$ cat src/rtl/fcd_pkg.sv
// Package: shared types and codes for the flash command decoder.
// Assumes 8-bit command bytes carried in the low byte of a bus write.
package fcd_pkg;

    typedef enum logic [1:0] {RM_ARRAY, RM_STATUS, RM_SIG} rd_mode_e;

    typedef enum logic [2:0] {
        ST_IDLE, ST_PROG, ST_QUAD, ST_ERASE, ST_CHIP, ST_BUSY, ST_SUSP
    } cmd_state_e;

    typedef enum logic [1:0] {OP_PROG, OP_QUAD, OP_BERASE, OP_CERASE} eng_op_e;

    localparam logic [7:0] CMD_READ    = 8'hFF;
    localparam logic [7:0] CMD_STATUS  = 8'h70;
    localparam logic [7:0] CMD_SIG     = 8'h90;
    localparam logic [7:0] CMD_CLEAR   = 8'h50;
    localparam logic [7:0] CMD_PROG_A  = 8'h40;
    localparam logic [7:0] CMD_PROG_B  = 8'h10;
    localparam logic [7:0] CMD_QUAD    = 8'h30;
    localparam logic [7:0] CMD_ERASE   = 8'h20;
    localparam logic [7:0] CMD_CHIP    = 8'h80;
    localparam logic [7:0] CMD_CHIP_OK = 8'h10;
    localparam logic [7:0] CMD_CONFIRM = 8'hD0;
    localparam logic [7:0] CMD_SUSPEND = 8'hB0;

    localparam int SB_READY = 7;
    localparam int SB_ESUSP = 6;
    localparam int SB_EERR  = 5;
    localparam int SB_PERR  = 4;
    localparam int SB_VPP   = 3;
    localparam int SB_PSUSP = 2;
    localparam int SB_PROT  = 1;

endpackage

$ cat src/rtl/fcd_protect.sv
// Module: per-block lock bits plus pin overrides giving a protection vector.
// Assumes the top block is the highest-numbered block and that each pin
// guards only its own range.
module fcd_protect #(
    parameter int BLK_W = 5,
    parameter int NBLK  = 1 << BLK_W,
    parameter logic [NBLK-1:0] LOCK_RST = '0
) (
    input  logic             clk,
    input  logic             rst_n,
    input  logic             lock_we,
    input  logic [BLK_W-1:0] lock_blk,
    input  logic             lock_val,
    input  logic             wp_n,
    input  logic             tbl_n,
    output logic [NBLK-1:0]  prot_vec
);

    logic [NBLK-1:0] lock_q;

    for (genvar b = 0; b < NBLK; b++) begin : g_blk
        // Hold one lock bit, back to its default on reset.
        always_ff @(posedge clk) begin
            if (!rst_n)
                lock_q[b] <= LOCK_RST[b];
            else if (lock_we && (lock_blk == BLK_W'(b)))
                lock_q[b] <= lock_val;
        end

        if (b == NBLK - 1) begin : g_top
            assign prot_vec[b] = lock_q[b] | ~tbl_n;
        end else begin : g_main
            assign prot_vec[b] = lock_q[b] | ~wp_n;
        end
    end

endmodule

$ cat src/rtl/fcd_status.sv
// Module: status byte with sticky error flags and suspend flags.
// Assumes set and clear requests come from the command FSM as one-cycle pulses.
module fcd_status
    import fcd_pkg::*;
(
    input  logic       clk,
    input  logic       rst_n,
    input  logic       busy,
    input  logic       set_prot,
    input  logic       set_vpp,
    input  logic       set_perr,
    input  logic       set_eerr,
    input  logic       clr_err,
    input  logic       set_esusp,
    input  logic       set_psusp,
    input  logic       clr_susp,
    output logic [7:0] status
);

    logic prot_q, vpp_q, perr_q, eerr_q, esusp_q, psusp_q;

    // Sticky error flags: set by refusals, cleared only by the clear command.
    always_ff @(posedge clk) begin
        if (!rst_n) begin
            prot_q <= 1'b0;
            vpp_q  <= 1'b0;
            perr_q <= 1'b0;
            eerr_q <= 1'b0;
        end else if (clr_err) begin
            prot_q <= 1'b0;
            vpp_q  <= 1'b0;
            perr_q <= 1'b0;
            eerr_q <= 1'b0;
        end else begin
            prot_q <= prot_q | set_prot;
            vpp_q  <= vpp_q  | set_vpp;
            perr_q <= perr_q | set_perr;
            eerr_q <= eerr_q | set_eerr;
        end
    end

    // Suspend flags: set on suspend, cleared on resume.
    always_ff @(posedge clk) begin
        if (!rst_n || clr_susp) begin
            esusp_q <= 1'b0;
            psusp_q <= 1'b0;
        end else begin
            esusp_q <= esusp_q | set_esusp;
            psusp_q <= psusp_q | set_psusp;
        end
    end

    // Assemble the status byte.
    always_comb begin
        status           = '0;
        status[SB_READY] = ~busy;
        status[SB_ESUSP] = esusp_q;
        status[SB_EERR]  = eerr_q;
        status[SB_PERR]  = perr_q;
        status[SB_VPP]   = vpp_q;
        status[SB_PSUSP] = psusp_q;
        status[SB_PROT]  = prot_q;
    end

endmodule

$ cat src/rtl/fcd_rdmux.sv
// Module: chooses the read result from array, status or signature.
// Assumes signature bytes live only at addresses 0 and 1; elsewhere it reads 00h.
module fcd_rdmux
    import fcd_pkg::*;
#(
    parameter int         ADDR_W   = 21,
    parameter logic [7:0] MFR_CODE = 8'h20,
    parameter logic [7:0] DEV_CODE = 8'h2E
) (
    input  rd_mode_e          mode,
    input  logic [ADDR_W-1:0] rd_addr,
    input  logic [7:0]        arr_rdata,
    input  logic [7:0]        status,
    output logic [7:0]        rd_data
);

    // Pick the source for the current read mode.
    always_comb begin
        unique case (mode)
            RM_STATUS: rd_data = status;
            RM_SIG: begin
                if (rd_addr[ADDR_W-1:1] != '0) rd_data = 8'h00;
                else rd_data = rd_addr[0] ? DEV_CODE : MFR_CODE;
            end
            default:   rd_data = arr_rdata;
        endcase
    end

endmodule

$ cat src/rtl/flash_cmd_decoder.sv
// Module: command FSM of a block-structured flash. It decodes bus writes,
// gates engine starts through protection and voltage checks, and steers reads.
// Assumes the engine reports completion with a one-cycle eng_done pulse.
module flash_cmd_decoder
    import fcd_pkg::*;
#(
    parameter int ADDR_W = 21,
    parameter int BLK_W  = 5,
    parameter int DATA_W = 32
) (
    input  logic              clk,
    input  logic              rst_n,
    input  logic              wr_en,
    input  logic [ADDR_W-1:0] wr_addr,
    input  logic [DATA_W-1:0] wr_data,
    input  logic [ADDR_W-1:0] rd_addr,
    input  logic [7:0]        arr_rdata,
    output logic [7:0]        rd_data,
    input  logic              lock_we,
    input  logic [BLK_W-1:0]  lock_blk,
    input  logic              lock_val,
    input  logic              wp_n,
    input  logic              tbl_n,
    input  logic              vpp_ok,
    output logic              eng_start,
    output logic [1:0]        eng_op,
    output logic [ADDR_W-1:0] eng_addr,
    output logic [DATA_W-1:0] eng_data,
    output logic              eng_suspend,
    output logic              eng_resume,
    input  logic              eng_done,
    output logic              eng_abort
);

    localparam int NBLK = 1 << BLK_W;

    cmd_state_e state_q, state_d;
    rd_mode_e   mode_q, mode_d;
    eng_op_e    op_q, op_d;
    logic [ADDR_W-1:0] addr_q, addr_d;
    logic [DATA_W-1:0] data_q, data_d;
    logic start_q, start_d, susp_q, susp_d, res_q, res_d;
    logic set_prot, set_vpp, set_perr, set_eerr, clr_err;
    logic set_esusp, set_psusp, clr_susp;
    logic [NBLK-1:0] prot_vec;
    logic [7:0] status_w;
    logic [7:0] cmd;
    logic [BLK_W-1:0] blk;
    logic is_prog;

    assign cmd = wr_data[7:0];
    assign blk = wr_addr[ADDR_W-1 -: BLK_W];
    assign is_prog = (state_q == ST_PROG) || (state_q == ST_QUAD);

    fcd_protect #(.BLK_W(BLK_W)) u_prot (
        .clk(clk), .rst_n(rst_n), .lock_we(lock_we), .lock_blk(lock_blk),
        .lock_val(lock_val), .wp_n(wp_n), .tbl_n(tbl_n), .prot_vec(prot_vec)
    );

    fcd_status u_stat (
        .clk(clk), .rst_n(rst_n), .busy(state_q == ST_BUSY),
        .set_prot(set_prot), .set_vpp(set_vpp), .set_perr(set_perr),
        .set_eerr(set_eerr), .clr_err(clr_err), .set_esusp(set_esusp),
        .set_psusp(set_psusp), .clr_susp(clr_susp), .status(status_w)
    );

    fcd_rdmux #(.ADDR_W(ADDR_W)) u_rd (
        .mode(mode_q), .rd_addr(rd_addr), .arr_rdata(arr_rdata),
        .status(status_w), .rd_data(rd_data)
    );

    // Next-state decode of bus writes, engine events and protection checks.
    always_comb begin
        state_d = state_q;  mode_d = mode_q;  op_d = op_q;
        addr_d  = addr_q;   data_d = data_q;
        start_d = 1'b0;     susp_d = 1'b0;    res_d = 1'b0;
        set_prot = 1'b0; set_vpp = 1'b0; set_perr = 1'b0; set_eerr = 1'b0;
        clr_err = 1'b0; set_esusp = 1'b0; set_psusp = 1'b0; clr_susp = 1'b0;
        unique case (state_q)
            ST_IDLE: if (wr_en) begin
                unique case (cmd)
                    CMD_READ:   mode_d  = RM_ARRAY;
                    CMD_STATUS: mode_d  = RM_STATUS;
                    CMD_SIG:    mode_d  = RM_SIG;
                    CMD_CLEAR:  clr_err = 1'b1;
                    CMD_PROG_A, CMD_PROG_B: state_d = ST_PROG;
                    CMD_QUAD:   state_d = ST_QUAD;
                    CMD_ERASE:  state_d = ST_ERASE;
                    CMD_CHIP:   state_d = ST_CHIP;
                    default: ;
                endcase
            end
            ST_PROG, ST_QUAD, ST_ERASE, ST_CHIP: if (wr_en) begin
                mode_d  = RM_STATUS;
                state_d = ST_IDLE;
                if ((state_q == ST_ERASE && cmd != CMD_CONFIRM) ||
                    (state_q == ST_CHIP && cmd != CMD_CHIP_OK)) begin
                    set_perr = 1'b1;
                    set_eerr = 1'b1;
                end else if (!vpp_ok) begin
                    set_vpp  = 1'b1;
                    set_perr = is_prog;
                    set_eerr = !is_prog;
                end else if ((state_q == ST_CHIP) ? (|prot_vec) : prot_vec[blk]) begin
                    set_prot = 1'b1;
                    set_perr = is_prog;
                    set_eerr = !is_prog;
                end else begin
                    start_d = 1'b1;
                    state_d = ST_BUSY;
                    addr_d  = wr_addr;
                    data_d  = wr_data;
                    unique case (state_q)
                        ST_PROG: begin op_d = OP_PROG; data_d = DATA_W'(cmd); end
                        ST_QUAD: begin op_d = OP_QUAD; addr_d[1:0] = 2'b00; end
                        ST_ERASE: op_d = OP_BERASE;
                        default:  op_d = OP_CERASE;
                    endcase
                end
            end
            ST_BUSY: begin
                if (wr_en && cmd == CMD_STATUS) mode_d = RM_STATUS;
                if (eng_done) state_d = ST_IDLE;
                else if (wr_en && cmd == CMD_SUSPEND && op_q != OP_CERASE) begin
                    susp_d    = 1'b1;
                    state_d   = ST_SUSP;
                    set_esusp = (op_q == OP_BERASE);
                    set_psusp = (op_q != OP_BERASE);
                end
            end
            default: if (wr_en) begin
                unique case (cmd)
                    CMD_READ:   mode_d = RM_ARRAY;
                    CMD_STATUS: mode_d = RM_STATUS;
                    CMD_SIG:    mode_d = RM_SIG;
                    CMD_CONFIRM: begin
                        res_d    = 1'b1;
                        clr_susp = 1'b1;
                        state_d  = ST_BUSY;
                        mode_d   = RM_STATUS;
                    end
                    default: ;
                endcase
            end
        endcase
    end

    // Register FSM state, read mode and engine request fields.
    always_ff @(posedge clk) begin
        if (!rst_n) begin
            state_q <= ST_IDLE;  mode_q <= RM_ARRAY;  op_q <= OP_PROG;
            addr_q  <= '0;       data_q <= '0;
            start_q <= 1'b0;     susp_q <= 1'b0;      res_q <= 1'b0;
        end else begin
            state_q <= state_d;  mode_q <= mode_d;    op_q <= op_d;
            addr_q  <= addr_d;   data_q <= data_d;
            start_q <= start_d;  susp_q <= susp_d;    res_q <= res_d;
        end
    end

    assign eng_start   = start_q;
    assign eng_op      = op_q;
    assign eng_addr    = addr_q;
    assign eng_data    = data_q;
    assign eng_suspend = susp_q;
    assign eng_resume  = res_q;
    assign eng_abort   = ~rst_n;

endmodule

$ cat config.mk
export PLATFORM = sky130hd
export DESIGN_NAME = flash_cmd_decoder
export DESIGN_NICKNAME = d
export VERILOG_FILES = /design/src/rtl/fcd_pkg.sv /design/src/rtl/fcd_protect.sv /design/src/rtl/fcd_status.sv /design/src/rtl/fcd_rdmux.sv /design/src/rtl/flash_cmd_decoder.sv
export SDC_FILE = /design/constraint.sdc
export NUM_CORES = 1
export LEC_CHECK = 0
export ABC_AREA = 1
export ABC_CLOCK_PERIOD_IN_PS = 1950
export BUFFER_PORTS_ARGS = -buffer_cell sky130_fd_sc_hd__buf_2
export CORE_MARGIN = 2
export CORE_UTILIZATION = 50
export CTS_BUF_LIST = sky130_fd_sc_hd__clkbuf_4 sky130_fd_sc_hd__clkbuf_8
export DETAILED_ROUTE_END_ITERATION = 8
export PLACE_DENSITY = 0.79
export SLEW_MARGIN = 15
export SYNTH_ARGS = -nofsm -noshare
export SYNTH_HDL_FRONTEND = slang
export SYNTH_SLANG_ARGS = --single-unit
$ cat constraint.sdc
create_clock -name clk -period 1.95 [get_ports clk]
set_input_delay 0.2925 -clock clk [delete_from_list [all_inputs] [get_ports clk]]
set_output_delay 0.2925 -clock clk [all_outputs]
set_load 0.005 [all_outputs]
# --- Word-level counts from Yosys, hierarchy flattened ---
# Cells that the tools add are included.
totals:
  register_bits: 101
  in_bits: 96
  output_inout_bits: 67
classes:
  n_lt_le_gt_ge: 1
  n_eq_ne: 60
  mux: 60
  bitwise_logic: 47
  reduce_logical: 59
op_table:
  columns: ["op", "count"]
  rows:
  - ["5-bit == test, second input constant", 16]
  - ["5-bit by 4-bit == test with 1-bit output, second input constant", 8]
  - ["8-bit == test, second input constant", 5]
  - ["1-bit bitwise OR", 38]
  - ["1-bit logical AND", 37]
  - ["1-bit two-way mux", 35]
  - ["32-bit two-way mux", 1]
  - ["32-bit OR reduction", 1]
  - ["3-bit two-way mux", 9]
  - ["8-bit by 7-bit == test with 1-bit output, second input constant", 3]
  - ["2-bit case mux with 3 select lines", 4]
  - ["5-bit by 3-bit == test with 1-bit output, second input constant", 4]
  - ["20-bit nonzero test", 1]
  - ["8-bit by 6-bit == test with 1-bit output, second input constant", 2]
  - ["8-bit case mux with 2 select lines", 1]
  - ["3-bit case mux with 4 select lines", 1]
  - ["6-bit AND reduction", 2]
  - ["5-bit by 2-bit == test with 1-bit output, second input constant", 2]
  - ["2-bit two-way mux", 5]
  - ["2-bit inequality test, second input constant", 5]
  - ["1-bit inverter", 9]
  - ["3-bit case mux with 3 select lines", 1]
  - ["8-bit by 5-bit == test with 1-bit output, second input constant", 1]
  - ["8-bit two-way mux", 1]
  - ["27 further kinds", 35]

# --- Logic depth before layout (Yosys ltp) ---
# Gate-level depths: netlist of the first run.
logic_depth:
  ltp_word: 11
  depth_mapped: 16

# --- Cells and area by module ---
# A second synthesis of the first run with hierarchy kept.
hier_totals:
  hier_cells: 945
  area_unflattened_um2: 5736.8
by_module_without_submodules:
  columns: ["module", "n_inst", "cells_each", "area_each_um2", "seq_area_each_um2"]
  rows:
  - ["flash_cmd_decoder", 1, 538, 3409.5, 1261.2]
  - ["fcd_protect", 1, 318, 1799.2, 640.6]
  - ["fcd_rdmux", 1, 58, 285.3, 0.0]
  - ["fcd_status", 1, 31, 242.7, 120.1]

# --- Worst setup path before layout of the first run ---
# OpenSTA, ideal clock, no wires.
synth_timing:
  kind: "input -> register"
  from: "input port wr_addr[17]"
  to: "register addr_q[17] (netlist: eng_addr[17])"
  t_arrival_ps: 1730
  required_ps: 1880
  slack_ps: 150
  stages: 14
  path_cell_list: "inv_1 > clkbuf_1 > nand3_1 > nand4_1 > nand3_1 > nand3_1 > nand3_1 > nand2_1 > nand3_2 > nor2_4 > buf_6 > buf_6 > nand2_1 > a21oi_1"
synth_between:
  elab_chain_cells: 5
synth_lines:
  columns: ["item", "line_no", "source"]
  rows:
  - ["start: declaration", "flash_cmd_decoder.sv:14", "input logic [ADDR_W-1:0] wr_addr,"]
  - ["1-bit binary-select mux with 5-bit select", "flash_cmd_decoder.sv:104", "end else if ((state_q == ST_CHIP) ? (|prot_vec) : prot_vec[blk]) begin"]
  - ["1-bit two-way mux (not written as such)", "flash_cmd_decoder.sv:104", null]
  - ["1-bit two-way mux", "flash_cmd_decoder.sv:104", null]
  - ["1-bit inverter (no line)", null, null]
  - ["5-bit AND reduction (no line)", null, null]
  - ["end signal: assignment", "flash_cmd_decoder.sv:156", "addr_q <= addr_d; data_q <= data_d;"]
  - ["end: declaration", "flash_cmd_decoder.sv:40", "logic [ADDR_W-1:0] addr_q, addr_d;"]
# Several ways; a longest one is shown, not always the timed one. The select of a mux whose other input is x is not followed.
# A chain may end at the register's enable or synchronous reset.

# --- Worst setup path in the final report of the first run ---
layout_timing:
  from: "register u_prot.lock_q[29]"
  to: "register op_q[1] (netlist: eng_op[1])"
layout_between:
  elab_chain_cells: 6
  elab_cells_between_ends: 7
  classes_between: "mux (3); bitwise (2); reduce/logical (2)"
layout_lines:
  columns: ["item", "line_no", "source"]
  rows:
  - ["start: declaration", "fcd_protect.sv:19", "logic [NBLK-1:0] lock_q;"]
  - ["start signal: indexed assignment", "fcd_protect.sv:25", "lock_q[b] <= LOCK_RST[b];"]
  - ["start signal: indexed assignment", "fcd_protect.sv:27", "lock_q[b] <= lock_val;"]
  - ["1-bit bitwise OR *", "fcd_protect.sv:33", "assign prot_vec[b] = lock_q[b] | ~wp_n;"]
  - ["1-bit binary-select mux with 5-bit select", "flash_cmd_decoder.sv:104", null]
  - ["1-bit two-way mux (not written as such)", "flash_cmd_decoder.sv:104", null]
  - ["1-bit two-way mux *", "flash_cmd_decoder.sv:104", null]
  - ["1-bit inverter (no line) *", null, null]
  - ["5-bit AND reduction (no line) *", null, null]
  - ["end signal: assignment", "flash_cmd_decoder.sv:155", "state_q <= state_d; mode_q <= mode_d; op_q <= op_d;"]
  - ["end: declaration", "flash_cmd_decoder.sv:39", "eng_op_e op_q, op_d;"]
# Every way passes the cells marked *; elsewhere a longest branch is shown, timed or not. The select of a mux whose other input is x is not followed.

==> impl_metrics.toml, run 1 <==
[run_status]
outcome = "complete, but fails checks"
violations = "setup timing"

[logic_synthesis]
ys.flop_type = "dfxtp_1"
ys_seq_area_share_pct = 39.3
syn-num-nets = 921
syn_avg_cell_area_um2 = 6.25
synth.distinct_cells = 31
synth-edff-count = 0
yosysWarningCount = 0
synthArstFlopShare_pct = 0
syn_inst = 823
synthesis.area_um2 = 5140
ys_ff_latch = 101
yosys.area.top_type = "dfxtp_1"
synth_top_cell_area_share_pct = 39.3
synthTopCellsByArea = "dfxtp_1 39%, nand2_1 20%, inv_1 8.2%, a21oi_1 7.5%, nor2_1 5.8%"

[clocking]
clockBufferDepth = 2
cts.sink_count = 101
htreeDepth = 3
clk_pin_slew_ns = 0.10
cts_buffers = 9
ctsHoldBuffers = 0
clkLatencyLatePin_ns = 0.36
cts_tree = "done"
cts_root_buf = "clkbuf_8"

[final_layout]
final_cell_mix = "226 x nand2_1, 162 x buf_2, 108 x inv_1"
final_nets = 1120
syn_to_final_growth_pct = 39.6
drive_gt1_share_pct = 32.6
multi_input_area_um2 = 2840
n_fill_cell = 889
register_area_um2 = 2030
final_util_pct = 70.8
mostFrequentLayoutCell = "nand2_1"
antenna_cells = 0

[pwr]
p_sw_mw = 2.23
pwr-share-seq_pct = 38.5
p_clk_share_pct = 22.8
peakVddDrop_uv = 716
combPwrFrac_pct = 38.7
p_int_mw = 3.93
p_leak_nw = 3.45
powerDensity_nw_per_um2 = 858
swShare_pct = 36.2

[worst_setup_path]
crit_required_ns = 2.24
cp_max_fo = 8
r2r-start = "u_prot.lock_q[29]$_SDFFE_PN0P_"
r2r_end = "eng_op[1]$_SDFFE_PN0P_"
end_kind = "flip-flop"
arrival_ns = 2.30
crit_type = "reg2reg"
startpoint_type = "flip-flop"
reg2reg_depth = 13
r2r_setup_slack_ns = -0.06

[floorplan]
pin_count = 163
die_y_um = 105
die_width_um = 105
core-area_um2 = 10100
start_util_pct = 50.7
die_area_um2 = 11100
core.rowCount = 37

[global_route]
antenna_found_initial = 0
grt_pass1_vias = 5011
grt_start_max_net_pins = 33
gr-total-overflow = 0
grt_usage_pct = 25.4
grt_pass1_wl_um = 23300

[sta]
rsz0062_at_grt = "true"
slew-limit-headroom_pct = 42.1
worst_pin_slew_ns = 0.868
final-hold-violation-count = 0
final_max_slew_viol_count = 0
clock-skew-final_ns = 0.00836
max_freq_ghz = 0.498
min_period_over_period_pct = 103
period_minus_slack_ns = 2.01
fin_ws_ns = -0.0598
setup_viol = 45

[min_path]
min_from = "wr_addr[4]"
hp-class = "in2reg"
min_to = "eng_addr[4]$_SDFFE_PN0P_"
min_delay_path_depth = 3

[placement]
place_ws_ns = -0.183
dp_hpwl_um = 10500
io_buffer_count = 162
gp_congestion = 0.933

[drt]
viasPerCell = 5.09
finalWirelength_um = 15700
drc = 0
vias = 5917
wire_per_inst_um = 13.5
final_antenna_net_count = 0
drt_iter0_markers = 371
drtPass1Iterations = 5

[flow_run]
drv_cap = 0
logic make-up (layout without fill, tap and decap cells):
group / Yosys count / in the layout / synth area share [%]
compound gates: 118 / 118 / 12.1
fa+ha+maj: 2 / 2 / 0.487
buf+inv: 152 / 356 / 12.0
simple gates: 450 / 450 / 36.1
flops: 101 / 101 / 39.3
flip-flops by register name, indices dropped and copies added, names as in the netlist:
name and count:
u_stat.vpp_q 1, eng_start 1, state_q 3, u_stat.eerr_q 1, u_stat.perr_q 1, eng_data 32, u_stat.prot_q 1, eng_addr 21
eng_suspend 1, eng_op 2, u_stat.psusp_q 1, eng_resume 1, mode_q 2, u_stat.esusp_q 1, u_prot.lock_q 32
layer usage:
metal	GRT usage, %	vias to the layer above	share of wire (%)
met5	0	-	0
met4	9.14	0	1.9
li1	-	2992	-
met2	40.2	215	46
met3	4.14	24	6.5
met1	35.0	2686	45
stage by stage:
stage          power [mW]  TNS [ns]  std cells  instance area (µm²)  hold WS [ns]
3_3_place_gp         4.31     -6.88       1133                 6360         0.448
6_report             6.16    -0.984       1163                 7180         0.169
4_1_cts              5.76   -0.0306       1152                 6650         0.148
5_1_grt              6.54     -6.54       1163                 7180         0.166
3_5_place_dp         4.34     -7.89       1133                 6360         0.453
2_1_floorplan        3.65         0        823                 5140         0.424
critical path: stages, from the launching register on:
cell and delay, ns:
dfxtp_2 0.32, inv_2 0.07, nand2_2 0.06, nor4_2 0.28
nand2_1 0.12, nor2_1 0.13, nand3_1 0.11, nand2_2 0.12
nand3_4 0.08, nor2_4 0.13, buf_12 0.17, clkbuf_16 0.17
nand2_4 0.05, a21oi_2 0.14
power groups by stage:
stage,clock network (mW),registers [mW],logic (mW)
floorplan,0,2.42,1.23
CTS,1.43,2.36,1.97
detailed placement,0,2.41,1.92
global placement,0,2.41,1.90
global route,1.52,2.39,2.63
finish,1.40,2.37,2.38
synthesized netlist by cell type, types with 2 or more instances:
cell,number
a21oi_1,77
buf_1,2
buf_2,9
buf_6,4
clkbuf_1,21
dfxtp_1,101
ha_1,2
inv_1,112
inv_2,3
nand2_1,269
nand3_1,57
nand4_1,13
nor2_1,80
nor3_1,19
nor4_1,6
o211ai_1,3
o21ai_0,28
o21ai_1,3
or4_1,2
final cells by class:
| type | count | area share, % |
|---|---|---|
| sequential | 101 | 28.2 |
| inverter | 115 | 6.05 |
| tap | 136 | 2.37 |
| timing repair buffer | 225 | 20.7 |
| clock inverter | 3 | 0.593 |
| multi-input combinational | 570 | 39.6 |
| clock buffer | 13 | 2.41 |
how the worst max path moves through the flow:
stage,startpoint,end,slack (ns),cells past startpoint
3_3_place_gp,wr_addr[16],eng_data[12]$_SDFFE_PN0P_,-0.15,15
2_1_floorplan,wr_addr[17],eng_addr[17]$_SDFFE_PN0P_,0.15,14
6_report,u_prot.lock_q[29]$_SDFFE_PN0P_,eng_op[1]$_SDFFE_PN0P_,-0.06,13
4_1_cts,mode_q[0]$_SDFFE_PN0P_,rd_data[5],-0.02,8
3_5_place_dp,wr_addr[16],eng_addr[8]$_SDFFE_PN0P_,-0.18,14
5_1_grt,u_prot.lock_q[29]$_SDFFE_PN0P_,eng_data[24]$_SDFFE_PN0P_,-0.19,14
repair_timing:
action / CTS / global route
buffers inserted: 2 / 3
endpoints found under the setup margin: 46 / 61
pin swaps: 1 / 25
cloned: 1 / 8
gates resized for setup: 13 / 104
Power figures use the tool's default switching activity.
==> run 2: changes to the inputs <==
Settings changed: PLACE_DENSITY 0.79 to 0.87, SETUP_SLACK_MARGIN from default to 0.05.
==> impl_metrics.toml, run 2 (synthesis results as in run 1) <==
[clocking]
cts_tree = "done"
ctsHoldBuffers = 0
clockBufferDepth = 2
clkLatencyLatePin_ns = 0.37
cts.sink_count = 101
htreeDepth = 3
clk_pin_slew_ns = 0.11
cts_root_buf = "clkbuf_8"
cts_buffers = 9

[drt]
final_antenna_net_count = 0
vias = 6006
drt_iter0_markers = 603
drtPass1Iterations = 5
viasPerCell = 5.19
finalWirelength_um = 15300
drc = 0
wire_per_inst_um = 13.2

[sta]
setup_viol = 37
worst_pin_slew_ns = 0.811
max_freq_ghz = 0.499
fin_ws_ns = -0.0520
final_max_slew_viol_count = 0
rsz0062_at_grt = "true"
period_minus_slack_ns = 2.00
slew-limit-headroom_pct = 45.9
clock-skew-final_ns = 0.0186
whs_ns = 0.141
final-hold-violation-count = 0
min_period_over_period_pct = 103

[run_status]
outcome = "complete, but fails checks"
violations = "setup timing"

[floorplan]
core-area_um2 = 10100
die_y_um = 105
core.rowCount = 37
start_util_pct = 50.7
die_area_um2 = 11100
die_width_um = 105
pin_count = 163

[global_route]
antenna_found_initial = 0
gr-total-overflow = 0
grt_pass1_wl_um = 23700
grt_pass1_vias = 5286
grt_start_max_net_pins = 33
grt_usage_pct = 25.6

[final_layout]
antenna_cells = 0
final_cell_mix = "250 x nand2_1, 162 x buf_2, 104 x inv_1"
syn_to_final_growth_pct = 34.6
final_cell_count_no_fill = 1157
mostFrequentLayoutCell = "nand2_1"
fin_area_um2 = 6920
drive_gt1_share_pct = 28.9
n_fill_cell = 853
final_nets = 1115

[placement]
dp_hpwl_um = 10500
place_inst = 1128
gp_congestion = 0.920
io_buffer_count = 162
postPlaceCellArea_um2 = 6290

[worst_setup_path]
path_cells = "nand2_1, nor2_1, inv_1, nand3_1, inv_1, nor2_2, nand3_4, nor2_4, buf_6, buf_8, nand2_2, nand2_1, nor2_1"
r2r_setup_slack_ns = -0.05
arrival_ns = 2.27
cpMaxStageDelayCell = "dfxtp_1"
cp_max_fo = 7
startpoint_type = "flip-flop"
crit_type = "reg2reg"
crit_path_max_incr_delay_ns = 0.39
end_kind = "flip-flop"
crit_required_ns = 2.22

[pwr]
p_leak_nw = 3.30
powerDensity_nw_per_um2 = 863
peakVddDrop_uv = 531

[flow_run]
drv_cap = 0

[min_path]
hp-class = "in2reg"
run 2: final cells by class:
type	instances	area, µm²	area share (%)
clock inverters	6	72.6	1.05
flip-flops and latches	101	2030	29.3
inverters	115	434	6.28
repair buffers	220	1410	20.3
multi-input cells	570	2680	38.8
clock buffers	9	124	1.79
well taps	136	170	2.46
run 2: path summary, 6_finish.rpt:
path / from / end / depth (start not counted)
setup / recovery: state_q[2]$_SDFFE_PN0P_ / eng_data[31]$_SDFFE_PN0P_ / 13
hold / removal: wr_addr[0] / eng_addr[0]$_SDFFE_PN0P_ / 3
setup reg to reg: state_q[2]$_SDFFE_PN0P_ / eng_data[31]$_SDFFE_PN0P_ / 13
hold reg to reg: u_prot.lock_q[25]$_SDFFE_PN0P_ / u_prot.lock_q[25]$_SDFFE_PN0P_ / 2
run 2: what timing repair did:
action	CTS	global route
pin swaps	5	17
buffers inserted	1	7
resized for setup	12	60
gates cloned	0	6
setup endpoints to repair	7	61
run 2: worst max-delay path, delay by kind of cell (launching register included):
family                 cells  cell delay [ns]
flip-flops                 1             0.39
AND/OR/NAND/NOR            9             1.02
buffers and inverters      4             0.49
run 2: power breakdown:
part,switching (mW),internal [mW]
clock network,0.760,0.600
logic,1.33,0.907
registers,0.110,2.26
run 2: metal layers:
| metal | share of wire [%] | track usage, % |
|---|---|---|
| met2 | 46 | 42.2 |
| met4 | 1.7 | 8.95 |
| met5 | 0 | 0 |
| met1 | 43 | 34.0 |
| met3 | 8.7 | 4.02 |
run 2: stage by stage:
stage / util, % / TNS, ns / total power, mW / setup slack (ns)
2_1_floorplan: - / 0 / 3.65 / 0.150
3_3_place_gp: 62.1 / -1.22 / 4.28 / -0.0385
3_5_place_dp: 62.1 / -3.51 / 4.32 / -0.0845
4_1_cts: 64.5 / -0.223 / 5.66 / -0.0792
5_1_grt: 68.2 / -9.31 / 6.36 / -0.213
6_report: 68.2 / -0.964 / 5.97 / -0.0520
